### src/rtl/uart_stats_pkg.sv
package uart_stats_pkg;
    localparam int NUM_CNT = 4;
    localparam int ADDR_W  = 3;

    typedef enum logic [ADDR_W-1:0] {
        ADR_PARITY = 3'd0,
        ADR_FRAME  = 3'd1,
        ADR_NOISE  = 3'd2,
        ADR_BREAK  = 3'd3,
        ADR_BLEN   = 3'd4
    } stat_addr_e;
endpackage

### src/rtl/stat_counter.sv
module stat_counter #(
    parameter int W = 16
) (
    input  logic         clk,
    input  logic         rst_n,
    input  logic         wr_i,
    input  logic [W-1:0] wdata_i,
    input  logic         inc_i,
    output logic [W-1:0] value_o
);
    localparam logic [W-1:0] TOP = {W{1'b1}};

    logic [W-1:0] cnt_d, cnt_q;

    always_comb begin
        cnt_d = cnt_q;
        if (wr_i) begin
            cnt_d = wdata_i;
        end else if (inc_i) begin
            cnt_d = cnt_q + 1'b1;
        end
    end

    always_ff @(posedge clk or negedge rst_n) begin
        if (!rst_n) cnt_q <= '0;
        else        cnt_q <= cnt_d;
    end

    assign value_o = cnt_q;

    AST_WRITE_WINS: assert property (@(posedge clk) disable iff (!rst_n)
        wr_i |=> value_o == $past(wdata_i));
    AST_STEP_ONE: assert property (@(posedge clk) disable iff (!rst_n)
        (inc_i && !wr_i && value_o != TOP) |=> value_o == $past(value_o) + 1'b1);
    AST_WRAP_ZERO: assert property (@(posedge clk) disable iff (!rst_n)
        (inc_i && !wr_i && value_o == TOP) |=> value_o == '0);
    AST_HOLD_IDLE: assert property (@(posedge clk) disable iff (!rst_n)
        (!inc_i && !wr_i) |=> $stable(value_o));
endmodule

### src/rtl/break_meter.sv
module break_meter #(
    parameter int LEN_W = 4,
    parameter int CNT_W = 16
) (
    input  logic             clk,
    input  logic             rst_n,
    input  logic             rx_level_i,
    input  logic             bit_tick_i,
    input  logic [LEN_W-1:0] char_bits_i,
    output logic             brk_evt_o,
    output logic [CNT_W-1:0] brk_len_o
);
    localparam logic [CNT_W-1:0] CHAR_MAX = {CNT_W{1'b1}};

    typedef struct packed {
        logic [LEN_W-1:0] bit_pos;
        logic [CNT_W-1:0] chars;
        logic [CNT_W-1:0] len;
    } meter_s;

    meter_s st_d, st_q;
    logic   evt_d;

    always_comb begin
        st_d  = st_q;
        evt_d = 1'b0;
        if (bit_tick_i) begin
            if (!rx_level_i) begin
                if (st_q.bit_pos == char_bits_i - 1'b1) begin
                    st_d.bit_pos = '0;
                    if (st_q.chars != CHAR_MAX) st_d.chars = st_q.chars + 1'b1;
                    evt_d = (st_q.chars == '0);
                end else begin
                    st_d.bit_pos = st_q.bit_pos + 1'b1;
                end
            end else begin
                if (st_q.chars != '0) st_d.len = st_q.chars;
                st_d.bit_pos = '0;
                st_d.chars   = '0;
            end
        end
    end

    always_ff @(posedge clk or negedge rst_n) begin
        if (!rst_n) st_q <= '0;
        else        st_q <= st_d;
    end

    assign brk_evt_o = evt_d;
    assign brk_len_o = st_q.len;

    AST_CHAR_LEGAL: assert property (@(posedge clk) disable iff (!rst_n)
        char_bits_i >= LEN_W'(2));
    AST_EVT_ON_LOW_TICK: assert property (@(posedge clk) disable iff (!rst_n)
        brk_evt_o |-> (bit_tick_i && !rx_level_i));
    AST_EVT_SINGLE: assert property (@(posedge clk) disable iff (!rst_n)
        brk_evt_o |=> !brk_evt_o);
    AST_LEN_HOLD: assert property (@(posedge clk) disable iff (!rst_n)
        !(bit_tick_i && rx_level_i) |=> $stable(brk_len_o));
    AST_NO_TICK_FREEZE: assert property (@(posedge clk) disable iff (!rst_n)
        !bit_tick_i |=> $stable(st_q));
endmodule

### src/rtl/stat_read_mux.sv
module stat_read_mux
    import uart_stats_pkg::*;
#(
    parameter int CNT_W = 16
) (
    input  logic [ADDR_W-1:0]              addr_i,
    input  logic [NUM_CNT-1:0][CNT_W-1:0]  cnt_i,
    input  logic [CNT_W-1:0]               blen_i,
    output logic [CNT_W-1:0]               rdata_o
);
    always_comb begin
        rdata_o = '0;
        if (addr_i == ADR_BLEN) begin
            rdata_o = blen_i;
        end else if (int'(addr_i) < NUM_CNT) begin
            rdata_o = cnt_i[addr_i[1:0]];
        end
    end
endmodule

### src/rtl/uart_rx_stats.sv
module uart_rx_stats
    import uart_stats_pkg::*;
#(
    parameter int CNT_W = 16,
    parameter int LEN_W = 4
) (
    input  logic              clk,
    input  logic              rst_n,
    input  logic              par_err_i,
    input  logic              frm_err_i,
    input  logic              noise_err_i,
    input  logic              rx_level_i,
    input  logic              bit_tick_i,
    input  logic [LEN_W-1:0]  char_bits_i,
    input  logic              reg_wr_i,
    input  logic [ADDR_W-1:0] reg_addr_i,
    input  logic [CNT_W-1:0]  reg_wdata_i,
    output logic [CNT_W-1:0]  reg_rdata_o
);
    logic [NUM_CNT-1:0]            inc_vec;
    logic [NUM_CNT-1:0][CNT_W-1:0] cnt_vec;
    logic                          brk_evt;
    logic [CNT_W-1:0]              brk_len;

    break_meter #(.LEN_W(LEN_W), .CNT_W(CNT_W)) u_meter (
        .clk         (clk),
        .rst_n       (rst_n),
        .rx_level_i  (rx_level_i),
        .bit_tick_i  (bit_tick_i),
        .char_bits_i (char_bits_i),
        .brk_evt_o   (brk_evt),
        .brk_len_o   (brk_len)
    );

    assign inc_vec = {brk_evt, noise_err_i, frm_err_i, par_err_i};

    for (genvar g = 0; g < NUM_CNT; g++) begin : g_cnt
        stat_counter #(.W(CNT_W)) u_cnt (
            .clk     (clk),
            .rst_n   (rst_n),
            .wr_i    (reg_wr_i && (reg_addr_i == ADDR_W'(g))),
            .wdata_i (reg_wdata_i),
            .inc_i   (inc_vec[g]),
            .value_o (cnt_vec[g])
        );
    end

    stat_read_mux #(.CNT_W(CNT_W)) u_rd (
        .addr_i  (reg_addr_i),
        .cnt_i   (cnt_vec),
        .blen_i  (brk_len),
        .rdata_o (reg_rdata_o)
    );

    AST_BLEN_NOT_WRITABLE: assert property (@(posedge clk) disable iff (!rst_n)
        (reg_wr_i && !(bit_tick_i && rx_level_i)) |=> $stable(brk_len));
endmodule

### config.mk
export PLATFORM = sky130hd
export DESIGN_NAME = uart_rx_stats
export DESIGN_NICKNAME = d
export VERILOG_FILES = /design/src/rtl/uart_stats_pkg.sv /design/src/rtl/stat_counter.sv /design/src/rtl/break_meter.sv /design/src/rtl/stat_read_mux.sv /design/src/rtl/uart_rx_stats.sv
export SDC_FILE = /design/constraint.sdc
export NUM_CORES = 1
export LEC_CHECK = 0
export ABC_AREA = 0
export BUFFER_PORTS_ARGS = -buffer_cell sky130_fd_sc_hd__buf_2
export CELL_PAD_IN_SITES_DETAIL_PLACEMENT = 1
export CELL_PAD_IN_SITES_GLOBAL_PLACEMENT = 1
export CORE_MARGIN = 4
export CORE_UTILIZATION = 29
export DETAILED_ROUTE_END_ITERATION = 6
export GPL_TIMING_DRIVEN = 0
export PLACE_DENSITY = 0.61
export SLEW_MARGIN = 10
export SYNTH_ARGS = -nofsm -noshare
export SYNTH_HDL_FRONTEND = slang
export SYNTH_HIERARCHICAL = 1
export SYNTH_SLANG_ARGS = --single-unit
### constraint.sdc
create_clock -name clk -period 3.9 [get_ports clk]
set_clock_uncertainty 0.1 [all_clocks]
set_input_delay 0.39 -clock clk [delete_from_list [all_inputs] [get_ports clk]]
set_output_delay 0.39 -clock clk [all_outputs]
set_load 0.02 [all_outputs]
==> impl_results.md, run 1 <==
- Final WS setup: 0.519 ns
- Worst Setup EP: g_cnt[3].u_cnt/value_o[15]
- Total routed wirelength: 19.7 mm
- Period utilization: 86.7%
- CP endpoint kind: flop
- CP max-delay cell: nor3_2
- Overflow after GRT: 0
- CTS Sinks: 100
- Row cnt: 55
- Die W: 160 um
- Largest net degree at the start of global routing: 53
- Slew Viols, Final: 0
- Initial antenna violation count: 0
- Critical Path Start Type: flop
- Port bufs: 46
- First-pass GRT wire length: 31.8 mm
- Yosys warnings: 6
- Vias in the first global route: 5,591
- Filler instances: 2,637
- Worst Path Required: 4.05 ns
- Die Y: 160 um
- Worst VDD drop: 0.000189 V
- Post-Syn Instances: 696
- Drt pass-1 iters: 4
- Most frequent CP cell: buf_2
- Fmax: 0.296 GHz
- Worst Max-Slew Pin Slew: 0.934 ns
- Final #Nets: 794
- Post-Syn Area per Cell: 9.62 um2
- Dpl ws: -0.178 ns
- Worst path max stage delay: 0.56 ns
- Worst R2R Setup Slack: 0.52 ns
- Wire length per cell: 18.8 um
- Setup Buffers After CTS: 0
- Unrepaired setup endpoints after global routing: no
- I/O pin count: 47
- All-Layer GR Usage: 15.5%
- Root buffer selected by CTS: clkbuf_16
- DRT iter0 DRCs: 324
- Max transition margin: 37.2%
- Pwr Density: 483 nW/um2
- Max-cap violations: 0
- Overall power: 3.68 mW
- Hold Vio Cnt, Final: 0
- Top_reg_cell synth: dfrtp_1
- Reg2reg end: g_cnt[3].u_cnt/value_o[15]
- CTS buffer count: 9
- Mapped Nets: 735
- Number of synthesized flops with an enable pin: 0
- Clk pin slew, worst setup/hold paths: 0.07 ns
- Worst path cell trace: xor2_1 -> xnor2_1 -> or4b_1 -> buf_2 -> buf_2 -> nor3_2 -> nand4_4 -> nor2_2 -> a31oi_1 -> o31a_1
- Clock latency at the later pin of the worst-skew pair: 0.36 ns
- Worst r2r path cells: 10
- Placed Cells incl. Taps: 1,028
- Synth Cell Area: 6690 um2
- Yosys reg bits: 100
- Reg2Reg Launch Point: u_meter/st_q[35]
- Leakage power: 3.09 nW
- CP Data Arrival Time: 3.53 ns
- Starting Density: 29.6%
- P&R area growth vs syn: 13.9%
- Vias: 5,486
- DRC: 0
- Core box area: 22,600 um2
- Gp weighted congestion: 0.832
- CP max FO: 10
- Worst setup path startpoint: u_meter/st_q[35]
- ANT nets after route: 0
- Post-layout min period: 3.38 ns
- Die area: 25,600 um2
- Post-Layout Cell Count: 1,044
- Crit Path Class: flop to flop
- CTS tree: done
- Final HPWL DP: 14.9 mm
- # diodes: 0
- Worst min path class: input pin to flop
- Via-to-Cell Ratio: 5.25
- CTS Buffer Depth: 2
- Asr flop ratio synth: 100%
- Yosys cell types: 61
- Setup violators final: 0
- Seq/Total Area, Yosys: 37.4%
- CTS H-tree depth: 3
- Share of cells above drive strength 1: 23.2%
- Outcome: finished clean
## cell families (layout without fill, tap and decap cells)
kind of cell | Yosys count | after routing | share of synthesized area (%)
buffers and inverters | 86 | 149 | 6.93
XOR/XNOR | 54 | 54 | 7.18
adder cells (fa/ha/maj) | 8 | 8 | 1.50
flip-flops | 100 | 100 | 37.4
AND/OR/NAND/NOR | 266 | 266 | 24.6
multiplexers | 52 | 52 | 8.77
AO/OA/AOI/OAI | 130 | 130 | 13.6
## synth_stat cells (all sizes together), types with 8 or more instances
library cell / number / area, um2
dfrtp: 100 / 2500
clkbuf: 20 / 76.3
o31a: 8 / 70.1
nor2: 40 / 163
nand4: 29 / 302
ha: 8 / 100
xor2: 21 / 184
and4: 18 / 173
o21ai: 55 / 275
a311o: 9 / 90.1
mux2i: 20 / 200
nand2b: 19 / 121
a221o: 14 / 140
mux2: 32 / 387
nor3: 12 / 60.1
a31oi: 8 / 50.1
nand3: 23 / 115
xnor2: 33 / 297
and3: 15 / 98.9
nand2: 82 / 308
buf: 36 / 275
nor4: 11 / 154
o311ai: 11 / 96.3
inv: 30 / 113
## final cells by class
type                            count  area, um2  share of cell area (%)
Timing Repair Buffer               48        274                    3.59
Multi-Input combinational cell    510       3730                    49.0
Clock inverter                      4       50.0                   0.657
Tap cell                          285        357                    4.68
Sequential cell                   100       2500                    32.8
Buffer                             56        352                    4.61
Clock buffer                       11        243                    3.18
Inverter                           30        113                    1.48
## per-layer routing
layer | GRT usage, % | vias to the layer above | part of all wire [%]
li1 | - | 2635 | -
met1 | 23.7 | 2762 | 52
met2 | 22.9 | 77 | 44
met3 | 2.17 | 12 | 2.9
met4 | 4.15 | 0 | 1.2
met5 | 0 | - | 0
## power breakdown
group	switching [mW]	total (mW)	internal, mW
clock network	0.421	0.932	0.512
registers	0.362	1.65	1.29
logic	0.570	1.09	0.523
## state kept, by name (all words and copies together), names as in the netlist
signal and count:
u_meter/st_q 20, u_meter/brk_len_o 16, g_cnt.u_cnt/value_o 64
## worst max-delay path: cells and delay by family, from the launching register on
kind	cells	cell delay [ns]
AND/OR/NAND/NOR	4	1.58
AO/OA/AOI/OAI	2	0.42
flip-flops	1	0.41
XOR/XNOR	2	0.38
buffers and inverters	2	0.38
## worst min path at each step
| stage | startpoint | endpoint | cells past startpoint | slack, ns |
|---|---|---|---|---|
| global placement | u_meter/brk_len_o[13] | u_meter/brk_len_o[13] | 1 | 0.39 |
| global route | reg_wdata_i[8] | g_cnt[2].u_cnt/value_o[8] | 3 | 0.22 |
| floorplan | rst_n | g_cnt[0].u_cnt/value_o[0] | 0 | -0.006 |
| CTS | reg_wdata_i[8] | g_cnt[3].u_cnt/value_o[8] | 3 | 0.21 |
| finish | reg_wdata_i[8] | g_cnt[2].u_cnt/value_o[8] | 3 | 0.21 |
| detailed placement | rst_n | g_cnt[2].u_cnt/value_o[15] | 1 | 0.27 |
## metrics by stage
| step | setup TNS, ns | cell area, um2 | utilization (%) | hold WS, ns |
|---|---|---|---|---|
| 6_report | 0 | 7620 | 33.7 | 0.209 |
| 5_1_grt | 0 | 7620 | 33.7 | 0.218 |
| 4_1_cts | 0 | 7620 | 33.6 | 0.209 |
| 3_5_place_dp | -0.325 | 7310 | 32.3 | 0.275 |
| 3_3_place_gp | -0.162 | 7280 | 32.2 | 0.393 |
| 2_1_floorplan | 0 | 6690 | - | -0.00559 |
## timing repair
item	CTS	global route
hold buffers	1	0
resized for setup	0	1
setup endpoints to repair	0	1
hold endpoints to repair	48	0
## cells in the final DEF, fill, tap and decap left out, types with 14 or more instances in the layout
cell	netlist	final
dfrtp_1	100	100
nand2_1	82	82
buf_2	9	54
o21ai_0	50	50
nor2_1	35	35
xnor2_1	32	32
inv_1	30	30
mux2_2	25	25
nand3_1	23	23
buf_4	22	22
xor2_1	21	21
nand4_1	21	21
clkbuf_1	19	20
mux2i_1	20	20
nand2b_1	18	18
a221o_1	14	14
Power figures use the tool's default switching activity.
==> inputs of run 2 (changes only) <==
PLACE_DENSITY = default   (was 0.61)
PLACE_DENSITY_LB_ADDON = 0.05   (was default)
==> run 2 against run 1 <==
Combinational power barely moved. Critical endpoint unchanged. Sequential power is essentially flat. Total power up 3.5%. Maximum frequency fell by 2.6%. Largest cell class unchanged. Sequential share of layout area decreased by 0.18 points. Non-clock buffer count unchanged. Final cell count barely moved. Register-to-register slack got worse by 0.09 ns.
==> impl_results.md, run 2 (same netlist as run 1, synthesis figures left out) <==
- Outcome: finished clean (unchanged)
- Seq. cell area: 2500 um2 (unchanged)
- Most frequent CP cell: buf_2 (unchanged)
- CTS Sinks: 100 (unchanged)
- Max-cap violations: 0 (unchanged)
- P_sw: 1.40 mW (was 1.35 mW)
- Worst Max-Slew Pin Slew: 1.00 ns (was 0.934 ns)
- Share of cells above drive strength 1: 23.4% (was 23.2%)
- CTS buffer count: 9 (unchanged)
- Unrepaired setup endpoints after global routing: no (unchanged)
- Max reg flops: 64 (unchanged)
- Die W: 160 um (unchanged)
- Met1 Routed Length: 11.2 mm (was 10.2 mm)
- Largest net degree at the start of global routing: 74 (was 53)
- Root buffer selected by CTS: clkbuf_16 (unchanged)
- Multi-input logic area: 3730 um2 (unchanged)
- Vias in the first global route: 6,127 (was 5,591)
- DRC: 0 (unchanged)
- All-Layer GR Usage: 17.2% (was 15.5%)
- Largest delay share family, worst path: simple AND/OR/NAND/NOR gates (unchanged)
- Clock power frac: 27.3% (was 25.3%)
- Via-to-Cell Ratio: 5.34 (was 5.25)
- Hold Vio Cnt, Final: 0 (unchanged)
- DRT iter0 DRCs: 292 (was 324)
- CTS Buffer Depth: 2 (unchanged)
- CTS tree: done (unchanged)
- Final HPWL DP: 16.7 mm (was 14.9 mm)
- Post-Layout Cell Count: 1,045 (was 1,044)
- Overflow after GRT: 0 (unchanged)
- Setup violators final: 0 (unchanged)
- Starting Density: 29.6% (unchanged)
- Wire length per cell: 20.6 um (was 18.8 um)
- Final core occ: 33.8% (was 33.7%)
- Worst path max stage delay: 0.56 ns (about the same)
- Leakage power: 3.11 nW (was 3.09 nW)
- Period utilization: 89.0% (was 86.7%)
- Worst VDD drop: 0.000240 V (was 0.000189 V)
- Most common cell after layout, fill and taps aside: dfrtp_1 (unchanged)
- Max transition margin: 32.8% (was 37.2%)
- Worst Path Required: 4.05 ns (about the same)
- Row cnt: 55 (unchanged)
- Die Y: 160 um (unchanged)
- Core box area: 22,600 um2 (unchanged)
- ANT nets after route: 0 (unchanged)
- Crit Path Class: flop to flop (unchanged)
- CTS H-tree depth: 3 (unchanged)
- Final WS setup: 0.429 ns (was 0.519 ns)
- Placed Cells incl. Taps: 1,028 (unchanged)
- Clk pin slew, worst setup/hold paths: 0.08 ns (was 0.07 ns)
- Slew Viols, Final: 0 (unchanged)
- Pwr Density: 497 nW/um2 (was 483 nW/um2)
- CP endpoint kind: flop (unchanged)
- Worst path cell trace: xor2_1 -> xnor2_1 -> or4b_1 -> buf_2 -> buf_2 -> nor3_2 -> nand4_4 -> nor2_2 -> a31oi_1 -> o31a_1 (unchanged)
- CP max-delay cell: nor3_2 (unchanged)
- Fmax: 0.288 GHz (was 0.296 GHz)
- Internal power: 2.40 mW (was 2.33 mW)
- Port bufs: 46 (unchanged)
- Sequential power share: 43.5% (was 44.9%)
- Post-layout min period: 3.47 ns (was 3.38 ns)
- Setup Buffers After CTS: 0 (unchanged)
- Filler instances: 2,621 (was 2,637)
- Metal2 WL: 9.41 mm (was 8.68 mm)
- Wire length on met3: 658 um (was 570 um)
- Most frequent cells in the layout: dfrtp_1 (100), nand2_1 (82), buf_2 (54) (unchanged)
- CP max FO: 10 (unchanged)
- Clock latency at the later pin of the worst-skew pair: 0.36 ns (about the same)
- Top Metal Used: met4 (unchanged)
- Switching share of total power: 36.9% (was 36.8%)
- Worst min path class: input pin to flop (unchanged)
- Combinational power share: 29.2% (was 29.7%)
- I/O pin count: 47 (unchanged)
- Die area: 25,600 um2 (unchanged)
- First-pass GRT wire length: 35.4 mm (was 31.8 mm)
- Total routed wirelength: 21.5 mm (was 19.7 mm)
- Dpl ws: -0.290 ns (was -0.178 ns)
- Drt pass-1 iters: 7 (was 4)
- P&R area growth vs syn: 14.5% (was 13.9%)
- CP bufs+invs: 2 (unchanged)
- Critical Path Start Type: flop (unchanged)
- Vias: 5,580 (was 5,486)
- Overall power: 3.81 mW (was 3.68 mW)
- CP Data Arrival Time: 3.62 ns (was 3.53 ns)
- Final #Nets: 794 (unchanged)
- Gp weighted congestion: 0.831 (was 0.832)
- # diodes: 0 (unchanged)
- Initial antenna violation count: 0 (unchanged)
==> run 2: cell count changes in the layout (fill, tap and decap cells not counted) <==
| cell | change |
|---|---|
| inv_8 | +1 |
| clkbuf_1 | -1 |
| bufinv_16 | +1 |
| clkinv_2 | -1 |
| inv_6 | +1 |
==> run 2: layout make-up <==
cell class                 instances  share of cell area [%]
clock inverter                     6                    1.24
buffer                            56                    4.59
sequential                       100                    32.7
inverter                          30                    1.47
timing repair buffer              48                    3.58
clock buffer                      10                    3.12
tap                              285                    4.65
multi-input combinational        510                    48.7
==> run 2: metal layers <==
metal / vias to the layer above / GRT usage, %
li1: 2651 / -
met1: 2823 / 26.2
met2: 94 / 25.8
met3: 12 / 3.12
met4: 0 / 2.97
met5: - / 0
==> run 2: worst min-delay path: stages <==
cell,delay [ns]
buf_2,0.13
nand2_1,0.06
o21ai_0,0.06
==> run 2: power by group through the flow <==
stage / registers (mW) / logic (mW) / clock network [mW]
final: 1.66 / 1.11 / 1.04
after global routing: 1.71 / 1.25 / 1.11
after CTS: 1.66 / 1.13 / 1.09
after detailed placement: 1.68 / 1.12 / 0
after global placement: 1.67 / 1.08 / 0
after floorplan: 1.57 / 0.812 / 0
==> run 2: through the flow <==
stage          setup TNS (ns)  area, um2  hold slack (ns)
6_report                    0       7660            0.212
5_1_grt                     0       7660            0.218
4_1_cts                     0       7660            0.202
3_5_place_dp           -0.892       7310            0.194
3_3_place_gp           -0.194       7280            0.398
2_1_floorplan               0       6690         -0.00559
==> run 2: worst paths after layout <==
check | start | end | slack (ns) | cells past startpoint
max | u_meter/st_q[35] | g_cnt[3].u_cnt/value_o[15] | 0.43 | 10
min | reg_wdata_i[0] | g_cnt[0].u_cnt/value_o[0] | 0.21 | 3
max reg2reg | u_meter/st_q[35] | g_cnt[3].u_cnt/value_o[15] | 0.43 | 10
min reg2reg | u_meter/brk_len_o[15] | u_meter/brk_len_o[15] | 0.41 | 1
max in group asynchronous | rst_n | g_cnt[3].u_cnt/value_o[13] | 2.61 | 3
min in group asynchronous | rst_n | u_meter/st_q[27] | 0.40 | 2
==> run 2: repair_timing <==
| item | in CTS | in global routing |
|---|---|---|
| setup endpoints to repair | 1 | 0 |
| gates resized for setup | 1 | 0 |
| hold buffers | 1 | 0 |
| endpoints found under the hold margin | 27 | 0 |
